$ cat config.mk
export PLATFORM = sky130hd
export DESIGN_NAME = vic_top
export DESIGN_NICKNAME = d
export VERILOG_FILES = /design/src/rtl/vic_pkg.sv /design/src/rtl/vic_src_bank.sv /design/src/rtl/vic_arbiter.sv /design/src/rtl/vic_isr_stack.sv /design/src/rtl/vic_top.sv
export SDC_FILE = /design/constraint.sdc
export NUM_CORES = 2
export LEC_CHECK = 0
export BUFFER_PORTS_ARGS = -buffer_cell sky130_fd_sc_hd__buf_2
export CORE_MARGIN = 4
export CORE_UTILIZATION = 45
export CTS_CLUSTER_DIAMETER = 40
export DETAILED_ROUTE_END_ITERATION = 8
export SYNTH_ARGS = -nofsm -noshare
export SYNTH_HDL_FRONTEND = slang
export SYNTH_SLANG_ARGS = --single-unit
export TNS_END_PERCENT = 30
$ cat constraint.sdc
create_clock -name clk -period 73.4 [get_ports clk]
set_input_delay 14.68 -clock clk [delete_from_list [all_inputs] [get_ports clk]]
set_output_delay 14.68 -clock clk [all_outputs]
set_load 0.02 [all_outputs]
$ cat src/rtl/vic_pkg.sv
package vic_pkg;
  localparam int DATA_W   = 32;
  localparam int ADDR_W   = 3;
  localparam int PRIO_W   = 3;
  localparam int EDGE_BIT = PRIO_W;

  localparam logic [ADDR_W-1:0] RA_INDEX = 3'd0;
  localparam logic [ADDR_W-1:0] RA_VEC   = 3'd1;
  localparam logic [ADDR_W-1:0] RA_CFG   = 3'd2;
  localparam logic [ADDR_W-1:0] RA_ENSET = 3'd3;
  localparam logic [ADDR_W-1:0] RA_ENCLR = 3'd4;
  localparam logic [ADDR_W-1:0] RA_ACK   = 3'd5;
  localparam logic [ADDR_W-1:0] RA_EOI   = 3'd6;
  localparam logic [ADDR_W-1:0] RA_SPUR  = 3'd7;
endpackage

$ cat src/rtl/vic_src_bank.sv
module vic_src_bank
  import vic_pkg::*;
#(
  parameter int NUM_SRC = 32,
  parameter int VEC_W   = 32,
  parameter int SEL_W   = 5
) (
  input  logic                              clk,
  input  logic                              rst_n,
  input  logic [NUM_SRC-1:0]                src_req,
  input  logic [SEL_W-1:0]                  sel_idx,
  input  logic                              vec_we,
  input  logic                              cfg_we,
  input  logic [DATA_W-1:0]                 wdata,
  input  logic                              en_set_we,
  input  logic                              en_clr_we,
  input  logic [NUM_SRC-1:0]                clr_pend,
  output logic [NUM_SRC-1:0][VEC_W-1:0]     vec_all,
  output logic [NUM_SRC-1:0][PRIO_W-1:0]    prio_all,
  output logic [NUM_SRC-1:0]                edge_all,
  output logic [NUM_SRC-1:0]                enable,
  output logic [NUM_SRC-1:0]                pend
);

  for (genvar i = 0; i < NUM_SRC; i++) begin : g_src
    logic hit;
    logic req_q;
    logic edge_hold;
    logic rise;

    assign hit  = (sel_idx == SEL_W'(i));
    assign rise = src_req[i] & ~req_q;

    always_ff @(posedge clk or negedge rst_n) begin
      if (!rst_n) begin
        vec_all[i]  <= '0;
        prio_all[i] <= '0;
        edge_all[i] <= 1'b0;
        enable[i]   <= 1'b0;
        req_q       <= 1'b0;
        edge_hold   <= 1'b0;
      end else begin
        req_q <= src_req[i];
        if (vec_we && hit) vec_all[i] <= wdata[VEC_W-1:0];
        if (cfg_we && hit) begin
          prio_all[i] <= wdata[PRIO_W-1:0];
          edge_all[i] <= wdata[EDGE_BIT];
        end
        if (en_set_we && wdata[i]) enable[i] <= 1'b1;
        else if (en_clr_we && wdata[i]) enable[i] <= 1'b0;
        if (rise) edge_hold <= 1'b1;
        else if (clr_pend[i]) edge_hold <= 1'b0;
      end
    end

    assign pend[i] = edge_all[i] ? edge_hold : src_req[i];


    edge_clear_chk: assert property (@(posedge clk) disable iff (!rst_n)
      (clr_pend[i] && edge_all[i] && !rise) |=> !edge_hold);
  end

endmodule

$ cat src/rtl/vic_arbiter.sv
module vic_arbiter
  import vic_pkg::*;
#(
  parameter int NUM_SRC = 32,
  parameter int IDX_W   = 5
) (
  input  logic [NUM_SRC-1:0]             cand,
  input  logic [NUM_SRC-1:0][PRIO_W-1:0] prio_all,
  output logic                           win_valid,
  output logic [IDX_W-1:0]               win_idx,
  output logic [PRIO_W-1:0]              win_prio
);

  localparam int RES_W = 1 + PRIO_W + IDX_W;

  // Scan from the top index down; ">=" lets a lower index take a tie.
  function automatic logic [RES_W-1:0] pick(
    input logic [NUM_SRC-1:0]             c,
    input logic [NUM_SRC-1:0][PRIO_W-1:0] p
  );
    logic              found;
    logic [PRIO_W-1:0] bp;
    logic [IDX_W-1:0]  bi;
    found = 1'b0;
    bp    = '0;
    bi    = '0;
    for (int i = NUM_SRC - 1; i >= 0; i--) begin
      if (c[i] && (!found || p[i] >= bp)) begin
        found = 1'b1;
        bp    = p[i];
        bi    = IDX_W'(i);
      end
    end
    return {found, bp, bi};
  endfunction

  always_comb begin
    {win_valid, win_prio, win_idx} = pick(cand, prio_all);
  end

endmodule

$ cat src/rtl/vic_isr_stack.sv
module vic_isr_stack
  import vic_pkg::*;
#(
  parameter int DEPTH = 2,
  parameter int CNT_W = 2
) (
  input  logic              clk,
  input  logic              rst_n,
  input  logic              push,
  input  logic [PRIO_W-1:0] push_prio,
  input  logic              pop,
  output logic [CNT_W-1:0]  depth,
  output logic [PRIO_W-1:0] top_prio,
  output logic              empty,
  output logic              full
);

  logic [PRIO_W-1:0] lvl [DEPTH];

  assign empty = (depth == '0);
  assign full  = (depth == CNT_W'(DEPTH));

  always_comb begin
    top_prio = '0;
    for (int i = 0; i < DEPTH; i++) begin
      if (depth == CNT_W'(i + 1)) top_prio = lvl[i];
    end
  end

  always_ff @(posedge clk or negedge rst_n) begin
    if (!rst_n) begin
      depth <= '0;
      for (int i = 0; i < DEPTH; i++) lvl[i] <= '0;
    end else begin
      if (push && !full) begin
        for (int i = 0; i < DEPTH; i++) begin
          if (depth == CNT_W'(i)) lvl[i] <= push_prio;
        end
        depth <= depth + 1'b1;
      end else if (pop && !empty) begin
        depth <= depth - 1'b1;
      end
    end
  end


  push_grows_chk: assert property (@(posedge clk) disable iff (!rst_n)
    push |=> depth == $past(depth) + 1'b1);


  pop_shrinks_chk: assert property (@(posedge clk) disable iff (!rst_n)
    (pop && !push && !empty) |=> depth == $past(depth) - 1'b1);


  no_push_full_chk: assert property (@(posedge clk) disable iff (!rst_n)
    push |-> !full);

endmodule

$ cat src/rtl/vic_top.sv
module vic_top
  import vic_pkg::*;
#(
  parameter int NUM_SRC    = 32,
  parameter int VEC_W      = 32,
  parameter int NEST_DEPTH = 2
) (
  input  logic               clk,
  input  logic               rst_n,
  input  logic [NUM_SRC-1:0] src_req,
  input  logic               bus_wr,
  input  logic               bus_rd,
  input  logic [2:0]         bus_addr,
  input  logic [31:0]        bus_wdata,
  output logic [31:0]        bus_rdata,
  output logic               irq_n
);

  localparam int SEL_W = $clog2(NUM_SRC);
  localparam int CNT_W = $clog2(NEST_DEPTH + 1);

  logic [SEL_W-1:0]               sel_idx;
  logic [VEC_W-1:0]               spur_vec;
  logic [NUM_SRC-1:0][VEC_W-1:0]  vec_all;
  logic [NUM_SRC-1:0][PRIO_W-1:0] prio_all;
  logic [NUM_SRC-1:0]             edge_all;
  logic [NUM_SRC-1:0]             enable;
  logic [NUM_SRC-1:0]             pend;
  logic [NUM_SRC-1:0]             cand;
  logic [NUM_SRC-1:0]             clr_pend;
  logic                           win_valid;
  logic [SEL_W-1:0]               win_idx;
  logic [PRIO_W-1:0]              win_prio;
  logic [CNT_W-1:0]               depth;
  logic [PRIO_W-1:0]              top_prio;
  logic                           stk_empty;
  logic                           stk_full;

  // Named events for the assertions.
  logic wr_index, wr_vec, wr_cfg, wr_enset, wr_enclr, wr_eoi, wr_spur;
  logic ack_rd, take_ok, ack_take, ack_spur;

  assign wr_index = bus_wr && (bus_addr == RA_INDEX);
  assign wr_vec   = bus_wr && (bus_addr == RA_VEC);
  assign wr_cfg   = bus_wr && (bus_addr == RA_CFG);
  assign wr_enset = bus_wr && (bus_addr == RA_ENSET);
  assign wr_enclr = bus_wr && (bus_addr == RA_ENCLR);
  assign wr_eoi   = bus_wr && (bus_addr == RA_EOI);
  assign wr_spur  = bus_wr && (bus_addr == RA_SPUR);
  assign ack_rd   = bus_rd && (bus_addr == RA_ACK);

  function automatic logic outranks(
    input logic              valid,
    input logic [PRIO_W-1:0] cand_prio,
    input logic              none_active,
    input logic              no_room,
    input logic [PRIO_W-1:0] active_prio
  );
    return valid && !no_room && (none_active || cand_prio > active_prio);
  endfunction

  assign cand     = pend & enable;
  assign take_ok  = outranks(win_valid, win_prio, stk_empty, stk_full, top_prio);
  assign ack_take = ack_rd && take_ok;
  assign ack_spur = ack_rd && !take_ok;
  assign clr_pend = ack_take ? (NUM_SRC'(1) << win_idx) : '0;
  assign irq_n    = !take_ok;

  always_ff @(posedge clk or negedge rst_n) begin
    if (!rst_n) begin
      sel_idx  <= '0;
      spur_vec <= '0;
    end else begin
      if (wr_index && bus_wdata < NUM_SRC) sel_idx <= bus_wdata[SEL_W-1:0];
      if (wr_spur) spur_vec <= bus_wdata[VEC_W-1:0];
    end
  end

  vic_src_bank #(.NUM_SRC(NUM_SRC), .VEC_W(VEC_W), .SEL_W(SEL_W)) u_bank (
    .clk       (clk),
    .rst_n     (rst_n),
    .src_req   (src_req),
    .sel_idx   (sel_idx),
    .vec_we    (wr_vec),
    .cfg_we    (wr_cfg),
    .wdata     (bus_wdata),
    .en_set_we (wr_enset),
    .en_clr_we (wr_enclr),
    .clr_pend  (clr_pend),
    .vec_all   (vec_all),
    .prio_all  (prio_all),
    .edge_all  (edge_all),
    .enable    (enable),
    .pend      (pend)
  );

  vic_arbiter #(.NUM_SRC(NUM_SRC), .IDX_W(SEL_W)) u_arb (
    .cand      (cand),
    .prio_all  (prio_all),
    .win_valid (win_valid),
    .win_idx   (win_idx),
    .win_prio  (win_prio)
  );

  vic_isr_stack #(.DEPTH(NEST_DEPTH), .CNT_W(CNT_W)) u_stack (
    .clk       (clk),
    .rst_n     (rst_n),
    .push      (ack_take),
    .push_prio (win_prio),
    .pop       (wr_eoi),
    .depth     (depth),
    .top_prio  (top_prio),
    .empty     (stk_empty),
    .full      (stk_full)
  );

  always_comb begin
    unique case (bus_addr)
      RA_INDEX:           bus_rdata = 32'(sel_idx);
      RA_VEC:             bus_rdata = 32'(vec_all[sel_idx]);
      RA_CFG:             bus_rdata = 32'({edge_all[sel_idx], prio_all[sel_idx]});
      RA_ENSET, RA_ENCLR: bus_rdata = 32'(enable);
      RA_ACK:             bus_rdata = take_ok ? 32'(vec_all[win_idx]) : 32'(spur_vec);
      RA_SPUR:            bus_rdata = 32'(spur_vec);
      default:            bus_rdata = '0;
    endcase
  end


  irq_enabled_only_chk: assert property (@(posedge clk) disable iff (!rst_n)
    !irq_n |-> (pend & enable) != '0);


  spur_no_change_chk: assert property (@(posedge clk) disable iff (!rst_n)
    (ack_spur && !wr_eoi) |=> $stable(depth));


  clr_onehot_chk: assert property (@(posedge clk) disable iff (!rst_n)
    $onehot0(clr_pend));


  ack_masks_chk: assert property (@(posedge clk) disable iff (!rst_n)
    ack_take |=> !stk_empty);

endmodule

# Word-level counts from Yosys, hierarchy flattened
# Cells that the tools add are included.
# totals
in_bits	71
ff_bits	1293
elab_cells	921
# op_classes
reduce_logical	310
shift	1
n_bitwise	65
mux	271
n_eq_ne	40
n_lt_le_gt_ge	35
addsub	2
# op_table
op	n
$bmux W32 S5	2
$mux W1	193
$pmux W32 S6	1
$logic_and A1 B1 Y1	173
$mux W5	32
$reduce_bool A2 Y1	65
$mux W32	4
$mux W3	35
$ge A3 B3 Y1	31
$eq A5 B5 Y1 const B	16
$eq A5 B4 Y1 const B	8
$logic_not A1 Y1	34
$and A1 B1 Y1	32
$and A32 B32 Y32	1
$logic_or A1 B1 Y1	32
$lt A32 B6 Y1 const B	1
$not A1 Y1	32
$shl A1 B5 Y32 const A	1
$eq A5 B3 Y1 const B	4
$bmux W3 S5	1
$eq A3 B3 Y1 const B	4
$lt A5 B6 Y1 const B	2
$eq A5 B2 Y1 const B	2
$eq A3 B2 Y1 const B	2
other kinds (14)	16

# Logic depth before layout (Yosys ltp)
# depth
depth_word	134
ltp_mapped	244
depth_no_buf	239

# Modules after synthesis
# A second synthesis with hierarchy kept.
# hier_totals
hier_cells	5437
area_unflattened_um2	72759.8
# by_module_without_submodules
mod	seq_area_each_um2	area_per_inst_um2	instances	cells_each
vic_src_bank	31230.0	46722.3	1	2935
vic_top	925.9	20427.1	1	1686
vic_arbiter	0.0	5161.2	1	782
vic_isr_stack	200.2	449.2	1	34

# Least setup slack after synthesis
# Ideal clock, no wire load.
# synth_timing
path_kind	input to output
startpoint	input src_req[31]
endpoint	output bus_rdata[18]
cell_stages	217
arrival_ns	59.118
setup_slack_ns	-0.398
path_buffers	4
path_cell_list	mux2_4 > and2_1 > nand2_1 > ha_1 > a21oi_1 > o21ai_0 > o211ai_1 > nand2_1 > ha_1 > or3b_1 > a21oi_1 > a21o_1 > nor2_1 > or2_2 > ha_1 > a21o_1 > a21oi_1 > a21o_1 > [181 not listed] > o31a_1 > mux2_2 > ha_1 > nand2b_1 > a21o_1 > a211oi_1 > or2_2 > clkbuf_1 > mux2i_1 > ha_1 > a31oi_1 > nor2_1 > a211oi_1 > clkinv_1 > nor2_1 > clkbuf_1 > o21ai_0 > o41ai_1
# synth_between
elab_chain_len	132
elab_cells_between_ends	230
cone_classes	order compare (32); mux (101); bitwise (1); reduce/logical (96)
# synth_rtl
item	line	source
from (decl)	vic_top.sv:10	input logic [NUM_SRC-1:0] src_req,
$mux W1 *	vic_src_bank.sv:56	assign pend[i] = edge_all[i] ? edge_hold : src_req[i];
$and A32 B32 Y32 *	vic_top.sv:62	assign cand = pend & enable;
parallel branches: the longest is 128 deep, another holds $ge A3 B3 Y1	--	
$mux W32 *	vic_top.sv:123	RA_ACK: bus_rdata = take_ok ? 32'(vec_all[win_idx]) : 32'(spur_vec);
$pmux W32 S6 *	vic_top.sv:118	unique case (bus_addr)
to (decl)	vic_top.sv:15	output logic [31:0] bus_rdata,
# Every way passes the cells marked *. The select of a mux whose other input is x is not followed.

# Final worst setup path
# layout_timing
startpoint	input src_req[31]
endpoint	output bus_rdata[16]
# Same word-level chain as after synthesis.

==> reports/metrics.cfg <==
[logic_synthesis]
seq_area_frac_synth=0.449
syn-num-nets=6108
ff_latch_count_synth=1293
synth_ff_type=dfrtp_1
synth_adder_area_share=0.0130
synth-warning-count=0
synthMuxAreaShare=0.327
top_cell_type_s_share_of_synthesized_area=0.449
synth.avg_cell_area_um2=12.1
synth_compound_area_frac=0.108
largest_family_of_logic_cells_by_synthesized_area=multiplexers
number_of_synthesized_flops_with_an_enable_pin=0
simple_gate_portion_of_the_synthesized_area=0.0693
synth.lib_cells_used.distinct=103
synthArstFlopShare=1.00
post_synth_xor_area_fraction=0.000122
post_synth_inst_count=5963
yosys-top-cells-area=dfrtp_1 (45%), mux2_2 (19%), mux4_2 (11%)
synth_area_mm2=0.0720
synth.largest_area_cell=dfrtp_1

[place]
cell_count_after_placement=7908
hpwlAfterDp_mm=162
io_buffer_count=103
globalplace.congestion=0.895
standard_cell_area_after_detailed_placement_mm2=0.0761

[finish]
area.sequential_mm2=0.0324
fill_count=13300
area_growth_pct=18.8
post_route_cells_drive_above_1_share=0.433
fin_cells=8382
post-route-cell-area_mm2=0.0856
combined_area_of_the_multi_input_logic_cells_mm2=0.0388
most_common_cell_after_layout_fill_and_taps_aside=dfrtp_1
fin_nets=6254
layout_common_cells=dfrtp_1 (1288), mux2_2 (1216), nand2_1 (523), mux4_2 (360), buf_4 (310)
fin_util=0.539

[timing]
max_freq_mhz=13.9
setup-violations-final=0
tightestPinTransition_ps=1240
finalHoldViolations=0
final.period_utilization=0.983
fin_clk_skew_ps=78.9
max_slew_violation_count=0
layout_min_cycle_time_ps=72190
fin_setup_tns_ps=0
max-slew-margin-rel=0.176

[routing]
wl_per_cell_um=33.3
drt-initial-drc-count=6947
drtPass1Iterations=7
detailroute.via_count=56900
ant_nets=0
detail_route.vias_per_cell=6.79
finalWirelength_mm=279
drt_drc_violations_left=0

[floorplan]
placeableCoreArea_mm2=0.159
die_height_um=408
die_w_um=408
design.die.area_mm2=0.167
initial_utilization=0.454
number_of_cell_rows=146
num_io_pins=104

[cts]
clock_tree_from_tritoncts=yes
worst_setup_hold_path_clk_slew_ps=40
cts_buffer_depth=3
clkSinkCount=1293
number_of_h_tree_levels=4
clk_latency_ps=870
cts_root_buffer=clkbuf_16
cts_hold_buf=0
cts_buffers=213

[run_status]
status=complete, no violations

[grt]
grt_antenna_before_repair=26
groute.usage.overall=0.326
pin_count_of_the_biggest_net_entering_global_routing=182
grt_pass1_wl_mm=401
grt_pass1_vias=55700
grt.overflow.total=0

[worst_hold_path]
worst_hold_path_type=reg -> reg

[critical_path]
required_ps=58720
cpMostUsedCell=ha_1
critical_path_peak_fanout=12
setup.worst_path.start_class=input pin
timing.setup.critical_path_class=in -> out
critPathCaptureType=primary output
critical_path_arrival_ps=57510
crit_path_top_delay_cell=or4b_4
worst_path_largest_cell_delay_ps=480

[run]
maxCapViolCount=0

==> per-stage QoR <==
stage               hold slack, ps  setup slack (ps)
floorplan                      400               137
global placement               405             -2.41
detailed placement             410              -984
CTS                            411              34.9
global route                   422              -644
finish                         415              1210
==> flip-flops by register name (all words and copies together) (netlist names) <==
signal	flops
u_bank.g_src.edge_hold	32
u_stack.depth	2
sel_idx	5
u_bank.enable	32
u_stack.lvl	6
u_bank.edge_all	32
u_bank.vec_all	1024
spur_vec	32
u_bank.g_src.req_q	32
u_bank.prio_all	96
==> cells by family (layout without fill, tap and decap cells) <==
kind of cell,count (synthesis),count (layout)
xor+xnor,1,1
other cells,0,16
fa+ha+maj,75,75
simple gates,1107,1107
compound gates,1110,1110
flops,1293,1293
buf+inv,631,962
mux,1746,1746
==> layout make-up <==
| class | count | share of cell area |
|---|---|---|
| Inverter | 105 | 0.00464 |
| Timing Repair Buffer | 457 | 0.0429 |
| Antenna cell | 16 | 0.000468 |
| Clock buffer | 257 | 0.0678 |
| Tap cell | 2072 | 0.0303 |
| Multi-Input combinational cell | 4039 | 0.453 |
| Sequential cell | 1293 | 0.378 |
| Clock inverter | 143 | 0.0226 |
==> worst max-delay path, delay by kind of cell <==
family	cells	cell delay, ps
AO/OA/AOI/OAI	95	17370
AND/OR/NAND/NOR	68	11250
adder cells (fa/ha/maj)	31	7880
multiplexers	11	3540
buffers and inverters	19	2640
==> Yosys cell counts, types with 13 or more instances <==
cell type	n
o211ai_1	35
nor2b_1	25
or3_1	18
o21ai_0	227
o21a_1	22
nor2_1	208
o22a_1	13
a22oi_1	14
a211oi_1	68
o22ai_1	93
or2_2	19
mux2_2	1226
o221ai_1	82
o21ai_1	21
buf_1	109
mux4_2	360
and2_1	26
inv_1	104
a21o_1	30
a21oi_1	127
nand3_1	84
nor3_1	45
a222oi_1	25
a2111oi_0	17
clkbuf_1	356
and3_1	13
a311oi_1	25
a22o_1	38
dfrtp_1	1293
mux2i_1	157
ha_1	74
a31oi_1	125
nand2b_1	48
buf_2	61
nand2_1	547
nor4_1	15
==> routing by layer <==
| metal | global-route usage | vias to the layer above | routed length (µm) |
|---|---|---|---|
| li1 | - | 22900 | - |
| met1 | 0.437 | 29900 | 110000 |
| met2 | 0.488 | 3274 | 125000 |
| met3 | 0.0885 | 784 | 29000 |
| met4 | 0.168 | 8 | 15600 |
| met5 | 0 | - | 34 |
==> final timing paths <==
| kind | startpoint | endpoint | slack, ps | cells after the start |
|---|---|---|---|---|
| max reg2reg | u_bank.enable[31] | u_bank.g_src[24].edge_hold | 29470 | 228 |
| max in group asynchronous | rst_n | u_bank.vec_all[694] | 55470 | 5 |
| min | u_bank.g_src[22].req_q | u_bank.g_src[22].edge_hold | 410 | 1 |
| min in group asynchronous | rst_n | u_bank.vec_all[81] | 13840 | 1 |
| min reg2reg | u_bank.g_src[22].req_q | u_bank.g_src[22].edge_hold | 410 | 1 |
| max | src_req[31] | bus_rdata[16] | 1210 | 224 |
==> repair_timing <==
| item | in CTS | in global routing |
|---|---|---|
| setup buffers | 7 | 50 |
| cloned | 0 | 1 |
| endpoints found under the hold margin | 0 | 0 |
| pin swaps | 12 | 112 |
| endpoints found under the setup margin | 32 | 33 |
| resized for setup | 49 | 223 |
Power is not shown: default switching activity piles up to over one toggle a cycle in this logic, so the estimate is an artifact.
